[src/rtl/alu_status_pkg.sv]
package alu_status_pkg;

    typedef enum logic [3:0] {
        OP_ADD  = 4'd0,
        OP_ADDU = 4'd1,
        OP_SUB  = 4'd2,
        OP_SUBU = 4'd3,
        OP_AND  = 4'd4,
        OP_OR   = 4'd5,
        OP_XOR  = 4'd6,
        OP_SLL  = 4'd7,
        OP_SLLV = 4'd8,
        OP_SRL  = 4'd9,
        OP_SRLV = 4'd10,
        OP_SRA  = 4'd11,
        OP_LLI  = 4'd12,
        OP_R13  = 4'd13,
        OP_R14  = 4'd14,
        OP_R15  = 4'd15
    } alu_op_e;

    typedef struct packed {
        logic neg;
        logic ovf;
        logic zero;
    } sticky_flags_t;

endpackage

[src/rtl/alu_addsub.sv]
module alu_addsub
    import alu_status_pkg::*;
#(
    parameter int W = 32
) (
    input  alu_op_e        op,
    input  logic [W-1:0]   a,
    input  logic [W-1:0]   b,
    output logic [W-1:0]   res,
    output logic           ovf
);
    logic [W:0] sum_ext;
    logic [W:0] dif_ext;

    always_comb begin
        sum_ext = {1'b0, a} + {1'b0, b};
        dif_ext = {1'b0, a} - {1'b0, b};
        res     = '0;
        ovf     = 1'b0;
        unique case (op)
            OP_ADD, OP_ADDU: begin
                res = sum_ext[W-1:0];
                ovf = sum_ext[W];
            end
            OP_SUB: begin
                res = dif_ext[W-1:0];
                ovf = (a[W-1] != b[W-1]) && (dif_ext[W-1] != a[W-1]);
            end
            OP_SUBU: begin
                res = dif_ext[W-1:0];
                ovf = dif_ext[W];
            end
            default: begin
                res = '0;
                ovf = 1'b0;
            end
        endcase
    end
endmodule

[src/rtl/alu_shifter.sv]
module alu_shifter
    import alu_status_pkg::*;
#(
    parameter int W   = 32,
    parameter int SHW = $clog2(W)
) (
    input  alu_op_e        op,
    input  logic [W-1:0]   a,
    input  logic [SHW-1:0] imm_amt,
    input  logic [SHW-1:0] reg_amt,
    output logic [W-1:0]   res,
    output logic           ovf
);
    logic [SHW-1:0] amt;
    logic [2*W-1:0] wide_l;

    always_comb begin
        amt    = (op == OP_SLLV || op == OP_SRLV) ? reg_amt : imm_amt;
        wide_l = {{W{1'b0}}, a} << amt;
        res    = '0;
        ovf    = 1'b0;
        unique case (op)
            OP_SLL, OP_SLLV: begin
                res = wide_l[W-1:0];
                ovf = |wide_l[2*W-1:W];
            end
            OP_SRL, OP_SRLV: res = a >> amt;
            OP_SRA:          res = $unsigned($signed(a) >>> amt);
            default:         res = '0;
        endcase
    end
endmodule

[src/rtl/alu_lfsr.sv]
module alu_lfsr #(
    parameter int          LW   = 16,
    parameter logic [LW-1:0] TAPS = 16'hB400,
    parameter logic [LW-1:0] SEED = 16'hACE1
) (
    input  logic          clk,
    input  logic          rst,
    output logic [LW-1:0] state
);
    logic [LW-1:0] state_nx;

    always_comb begin
        state_nx = state >> 1;
        if (state[0]) begin
            state_nx = state_nx ^ TAPS;
        end
    end

    always_ff @(posedge clk) begin
        if (rst) begin
            state <= SEED;
        end else begin
            state <= state_nx;
        end
    end
endmodule

[src/rtl/alu_status_unit.sv]
module alu_status_unit
    import alu_status_pkg::*;
#(
    parameter int          W      = 32,
    parameter int          SHW    = $clog2(W),
    parameter int          LW     = 16,
    parameter logic [LW-1:0] TAPS = 16'hB400,
    parameter logic [LW-1:0] SEED = 16'hACE1
) (
    input  logic           clk,
    input  logic           rst,
    input  logic [3:0]     op_sel,
    input  logic [W-1:0]   opnd_a,
    input  logic [W-1:0]   opnd_b,
    input  logic [SHW-1:0] shamt,
    input  logic           flag_we,
    output logic [W-1:0]   result,
    output logic           flag_neg,
    output logic           flag_ovf,
    output logic           flag_zero,
    output logic           flag_rand
);
    localparam int HALF = W / 2;

    alu_op_e       op;
    logic [W-1:0]  as_res;
    logic [W-1:0]  sh_res;
    logic          as_ovf;
    logic          sh_ovf;
    logic [LW-1:0] lfsr_q;
    sticky_flags_t flags_q;
    sticky_flags_t flags_nx;

    assign op = alu_op_e'(op_sel);

    alu_addsub #(.W(W)) u_addsub (
        .op  (op),
        .a   (opnd_a),
        .b   (opnd_b),
        .res (as_res),
        .ovf (as_ovf)
    );

    alu_shifter #(.W(W), .SHW(SHW)) u_shift (
        .op      (op),
        .a       (opnd_a),
        .imm_amt (shamt),
        .reg_amt (opnd_b[SHW-1:0]),
        .res     (sh_res),
        .ovf     (sh_ovf)
    );

    alu_lfsr #(.LW(LW), .TAPS(TAPS), .SEED(SEED)) u_lfsr (
        .clk   (clk),
        .rst   (rst),
        .state (lfsr_q)
    );

    // result mux
    always_comb begin
        unique case (op)
            OP_ADD, OP_ADDU, OP_SUB, OP_SUBU:         result = as_res;
            OP_AND:                                   result = opnd_a & opnd_b;
            OP_OR:                                    result = opnd_a | opnd_b;
            OP_XOR:                                   result = opnd_a ^ opnd_b;
            OP_SLL, OP_SLLV, OP_SRL, OP_SRLV, OP_SRA: result = sh_res;
            OP_LLI:  result = {opnd_a[W-1:HALF], opnd_b[HALF-1:0]};
            default: result = '0;
        endcase
    end

    // next value of the sticky flags, per operation class
    always_comb begin
        flags_nx      = flags_q;
        flags_nx.zero = (result == '0);
        unique case (op)
            OP_ADD, OP_SUB: begin
                flags_nx.neg = result[W-1];
                flags_nx.ovf = as_ovf;
            end
            OP_ADDU, OP_SUBU: flags_nx.ovf = as_ovf;
            OP_SLL, OP_SLLV, OP_SRL, OP_SRLV, OP_SRA: flags_nx.ovf = sh_ovf;
            OP_AND, OP_OR, OP_XOR, OP_LLI: ;
            default: flags_nx = flags_q;
        endcase
    end

    always_ff @(posedge clk) begin
        if (rst) begin
            flags_q <= '0;
        end else if (flag_we) begin
            flags_q <= flags_nx;
        end
    end

    assign flag_neg  = flags_q.neg;
    assign flag_ovf  = flags_q.ovf;
    assign flag_zero = flags_q.zero;
    assign flag_rand = lfsr_q[0];
endmodule

[config.mk]
export PLATFORM = sky130hd
export DESIGN_NAME = alu_status_unit
export DESIGN_NICKNAME = d
export VERILOG_FILES = /design/src/rtl/alu_status_pkg.sv /design/src/rtl/alu_addsub.sv /design/src/rtl/alu_shifter.sv /design/src/rtl/alu_lfsr.sv /design/src/rtl/alu_status_unit.sv
export SDC_FILE = /design/constraint.sdc
export NUM_CORES = 1
export LEC_CHECK = 0
export ABC_AREA = 1
export BUFFER_PORTS_ARGS = -buffer_cell sky130_fd_sc_hd__buf_4
export CORE_UTILIZATION = 30
export CTS_CLUSTER_DIAMETER = 50
export CTS_CLUSTER_SIZE = 8
export DETAILED_ROUTE_END_ITERATION = 7
export PLACE_DENSITY_LB_ADDON = 0.15
export SLEW_MARGIN = 20
export SYNTH_ARGS = -nofsm -noshare
export SYNTH_HDL_FRONTEND = slang
export SYNTH_HIERARCHICAL = 1
export SYNTH_SLANG_ARGS = --single-unit
[constraint.sdc]
create_clock -name clk -period 10.94 [get_ports clk]
set_input_delay 3.282 -clock clk [delete_from_list [all_inputs] [get_ports clk]]
set_output_delay 3.282 -clock clk [all_outputs]
set_load 0.02 [all_outputs]
; Yosys cells after proc, flatten, opt, wreduce, memory -nomap -nowiden
; Index checks and enable logic that the tools add are counted.
[totals]
regBits = 19
in_bits = 76
[op_classes]
n_shift = 3
bitwise_logic = 4
n_addsub = 2
reduce_logical = 17
eq_ne = 14
mux = 8
[op_table]
columns = cell, count
row1 = $pmux W32 S6, 1
row2 = $pmux W32 S3, 1
row3 = $pmux W32 S2, 1
row4 = $shl A32 B5 Y64, 1
row5 = $add A32 B32 Y33, 1
row6 = $sub A32 B32 Y33, 1
row7 = $and A32 B32 Y32, 1
row8 = $logic_not A32 Y1, 1
row9 = $or A32 B32 Y32, 1
row10 = $reduce_or A32 Y1, 1
row11 = $shr A32 B5 Y32, 1
row12 = $sshr A32 B5 Y32, 1
row13 = $xor A32 B32 Y32, 1
row14 = $eq A4 B4 Y1 const B, 5
row15 = $eq A4 B3 Y1 const B, 4
row16 = $mux W16, 1
row17 = $reduce_or A13 Y1, 1
row18 = $reduce_or A2 Y1, 5
row19 = $eq A4 B2 Y1 const B, 2
row20 = $reduce_and A2 Y1, 3
row21 = $mux W5, 1
row22 = $reduce_or A5 Y1, 1
row23 = $eq A4 B1 Y1 const B, 1
row24 = $logic_not A4 Y1, 1
row25 = other kinds (9), 10

; Longest topological paths before layout
[depth]
ltp_word = 7
depth_mapped = 25

; By module
; Netlist, hierarchy kept.
[modules_own_cells]
columns = mod, seq_area_each_um2, n_inst, area_per_inst_um2, cells_per_inst
row1 = alu_addsub, 0.0, 1, 5401.4, 1110
row2 = alu_shifter, 0.0, 1, 4015.1, 859
row3 = alu_status_unit, 60.1, 1, 2995.4, 574
row4 = alu_lfsr, 320.3, 1, 571.8, 64

; Least setup slack after synthesis
; Ideal clock, no wire load.
[synth_timing]
path_type = input port to output port
startpoint = input port op_sel[2]
endpoint = output port result[30]
arrival_time_ps = 5098
setup_slack_ps = 2560
stages = 16
required_ps = 7658
cell_sequence = inv_1 > nand2_2 > nor2_4 > or2_1 > o21ai_1 > buf_4 > buf_2 > nand4_1 > a21oi_1 > nor2_1 > a21oi_1 > o21ai_1 > inv_1 > nor2_1 > nor3_1 > inv_1
[synth_between]
elab_chain_len = 6
[synth_lines]
columns = element, line
row1 = from (decl), alu_status_unit.sv:12  ; input logic [3:0] op_sel,
row2 = $eq A4 B4 Y1, "alu_shifter.sv:18, alu_shifter.sv:22"
row3 = $logic_or A1 B1 Y1, alu_shifter.sv:18  ; amt = (op == OP_SLLV || op == OP_SRLV) ? reg_amt : imm_amt;
row4 = $mux W5, alu_shifter.sv:18
row5 = "$sshr A32 B5 Y32, or another cell as far along", alu_shifter.sv:28  ; OP_SRA: res = $unsigned($signed(a) >>> amt);
row6 = $pmux W32 S3 *, alu_shifter.sv:22  ; unique case (op)
row7 = named net sh_res[30], alu_status_unit.sv:27  ; logic [W-1:0] sh_res;
row8 = $pmux W32 S6 *, alu_status_unit.sv:61  ; unique case (op)
row9 = to (decl), alu_status_unit.sv:17  ; output logic [W-1:0] result,
; Mark *: on every way through the listed nets, which the timed path passes. The rest lies on a longest branch.

; Worst setup path after layout
[layout_timing]
startpoint = input port op_sel[0]
endpoint = output port result[19]
; The elaborated chain is that of the path after synthesis.

==> results.toml <==
[outcome]
outcome = "finished clean"

[power_and_ir_drop]
powerDensity_nw_per_um2 = 62.4
leakagePower_nw = 8.25
vdd_ir_drop_max_uv = 56.6
power.total_mw = 0.879

[sta]
holdWs_ps = 401
setup_viol = 0
timing.setup.tns_ps = 0
worst_slew_pin_slew_ps = 1060
fin_worst_skew_ps = 0.736
setup_ws_ps = 814
relSlewSlack_pct = 29.0
max_freq_mhz = 98.8
finalCritPeriodShare_pct = 92.6
hold_violations = 0
rsz0062_at_grt = "no"
final.min_clock_period_ps = 10130
slew_viol_final = 0

[routing]
drt_iter0_drc = 1666
firstDrtPassIters = 6
via_per_inst = 5.21
postRouteAntennaNets = 0
num_vias = 16500
drc = 0
drt_wl_total_um = 59300
wl_per_cell_um = 18.7

[global_route]
grt_pass1_vias = 15600
grt_max_degree = 75
antenna_found_initial = 0
grt_overflow = 0
grt_pass1_wl_um = 88900
gr-usage-all-layers_pct = 26.2

[worst_setup_path]
r2r-start = "u_lfsr/state[0]"
rrSetupSlack_ps = 10170
cp.required_ps = 7660
critPathArrivalTime_ps = 6840
path_class = "input port to output pin"
start_kind = "input port"
critPathMaxFanout = 32
endpoint_kind = "output pin"
rr_endpoint = "u_lfsr/state[13]"
reg2reg_depth = 3

[job]
max_cap_violations = 0

[floorplanning]
rows = 75
fp.dieH_um = 209
pin_count = 112
start_util_pct = 30.6
die_w_um = 209
core_region_area_um2 = 42100
dieArea_um2 = 43800

[min_path]
min_delay_path_depth = 1
holdPathEnd = "u_lfsr/state[11]"
min_path_type = "flop to flop"
hold_start = "u_lfsr/state[12]"

[placed_design]
place_congestion = 0.989
portBuffers = 111
placedCellCount = 3167
dp_slack_ps = 888
dp_hpwl_um = 49500

[synthesis]
syn-num-nets = 2801
ys_warn_count = 6
syn_inst = 2595
syn-cell-area_um2 = 12900
synth.avg_cell_area_um2 = 4.97

[cts]
tritoncts = "done"
cts.sinks = 19
numCtsBuffers = 3
htreeDepth = 1
cts_resized = 0
cts.clk_slew.worst_paths_ps = 50
cts.path.max_buffers = 2
cts_root_buf = "clkbuf_16"
clk_latency_ps = 240
cts-hold-fix-buffers = 0
post_cts_buffers = 0

[final_layout]
final_cells = 3171
num_antenna_cells = 0
area_delta_synth_final_pct = 9.21
fillCellCount = 4979
nNetsFinal = 2839
drive_above_1_share_pct = 8.51
==> cell usage in the layout, fill, tap and decap left out, types with 8 or more instances in the layout <==
master / instances
nand3_1: 378
nand2_1: 859
o211ai_1: 23
or2_1: 11
ha_1: 128
inv_1: 441
inv_2: 12
nor2_2: 15
nor2_1: 225
nand2_2: 26
o21ai_1: 46
dfxtp_1: 19
a21oi_1: 83
o21bai_1: 11
nand4_1: 35
nor3_1: 11
o21ai_0: 88
a31oi_1: 11
nand3_2: 8
buf_4: 134
==> cell type report <==
cell class / instances / area [µm²] / area share [%]
clock buffers: 3 / 75.1 / 0.533
clock inverters: 1 / 5.00 / 0.0355
inverters: 460 / 1730 / 12.3
multi-input cells: 2014 / 10200 / 72.4
flip-flops and latches: 19 / 380 / 2.70
well taps: 539 / 674 / 4.79
repair buffers: 135 / 1030 / 7.29
==> critical path: stages <==
cell	delay, ps
buf_4	180
inv_2	90
nand3_4	170
nand2_2	320
nand2_2	620
nand2_1	220
nand3_1	140
o21ai_1	160
o21ai_1	450
nand2_1	130
nand3_1	90
o211ai_1	100
nand4_1	150
nand3_1	80
nor2_1	350
inv_1	80
buf_4	170
==> metal layers <==
| layer | wire, µm | GRT usage, % | vias to the layer above |
|---|---|---|---|
| met1 | 26900 | 35.5 | 7690 |
| met4 | 1750 | 7.28 | 0 |
| met3 | 2750 | 0.464 | 80 |
| li1 | - | - | 8230 |
| met5 | 0 | 0 | - |
| met2 | 27900 | 45.6 | 530 |
==> sequential cells by signal (all words and copies together) (netlist names) <==
signal	flops
flag_ovf	1
u_lfsr/state	16
flag_neg	1
flag_zero	1
==> metrics by stage <==
step	area (µm²)	utilization [%]
floorplan	12900	-
global route	14100	33.4
global placement	14000	33.2
CTS	14100	33.4
detailed placement	14000	33.2
finish	14100	33.4
==> how the worst max path moves through the flow <==
stage / start / end / slack (ps) / cells past startpoint
global route: op_sel[0] / result[19] / 570 / 17
detailed placement: op_sel[0] / result[19] / 890 / 17
finish: op_sel[0] / result[19] / 810 / 17
floorplan: op_sel[2] / result[30] / 2560 / 16
global placement: op_sel[0] / result[19] / 870 / 17
CTS: op_sel[0] / result[19] / 880 / 17
==> power breakdown <==
part           total [mW]  internal (mW)  switching [mW]  leakage (nW)
Combinational       0.731          0.217           0.514          8.05
Sequential         0.0749         0.0733         0.00155         0.158
Clock              0.0723         0.0489          0.0235        0.0409
Total               0.879          0.339           0.539          8.25
(Power assumes the default switching activity.)
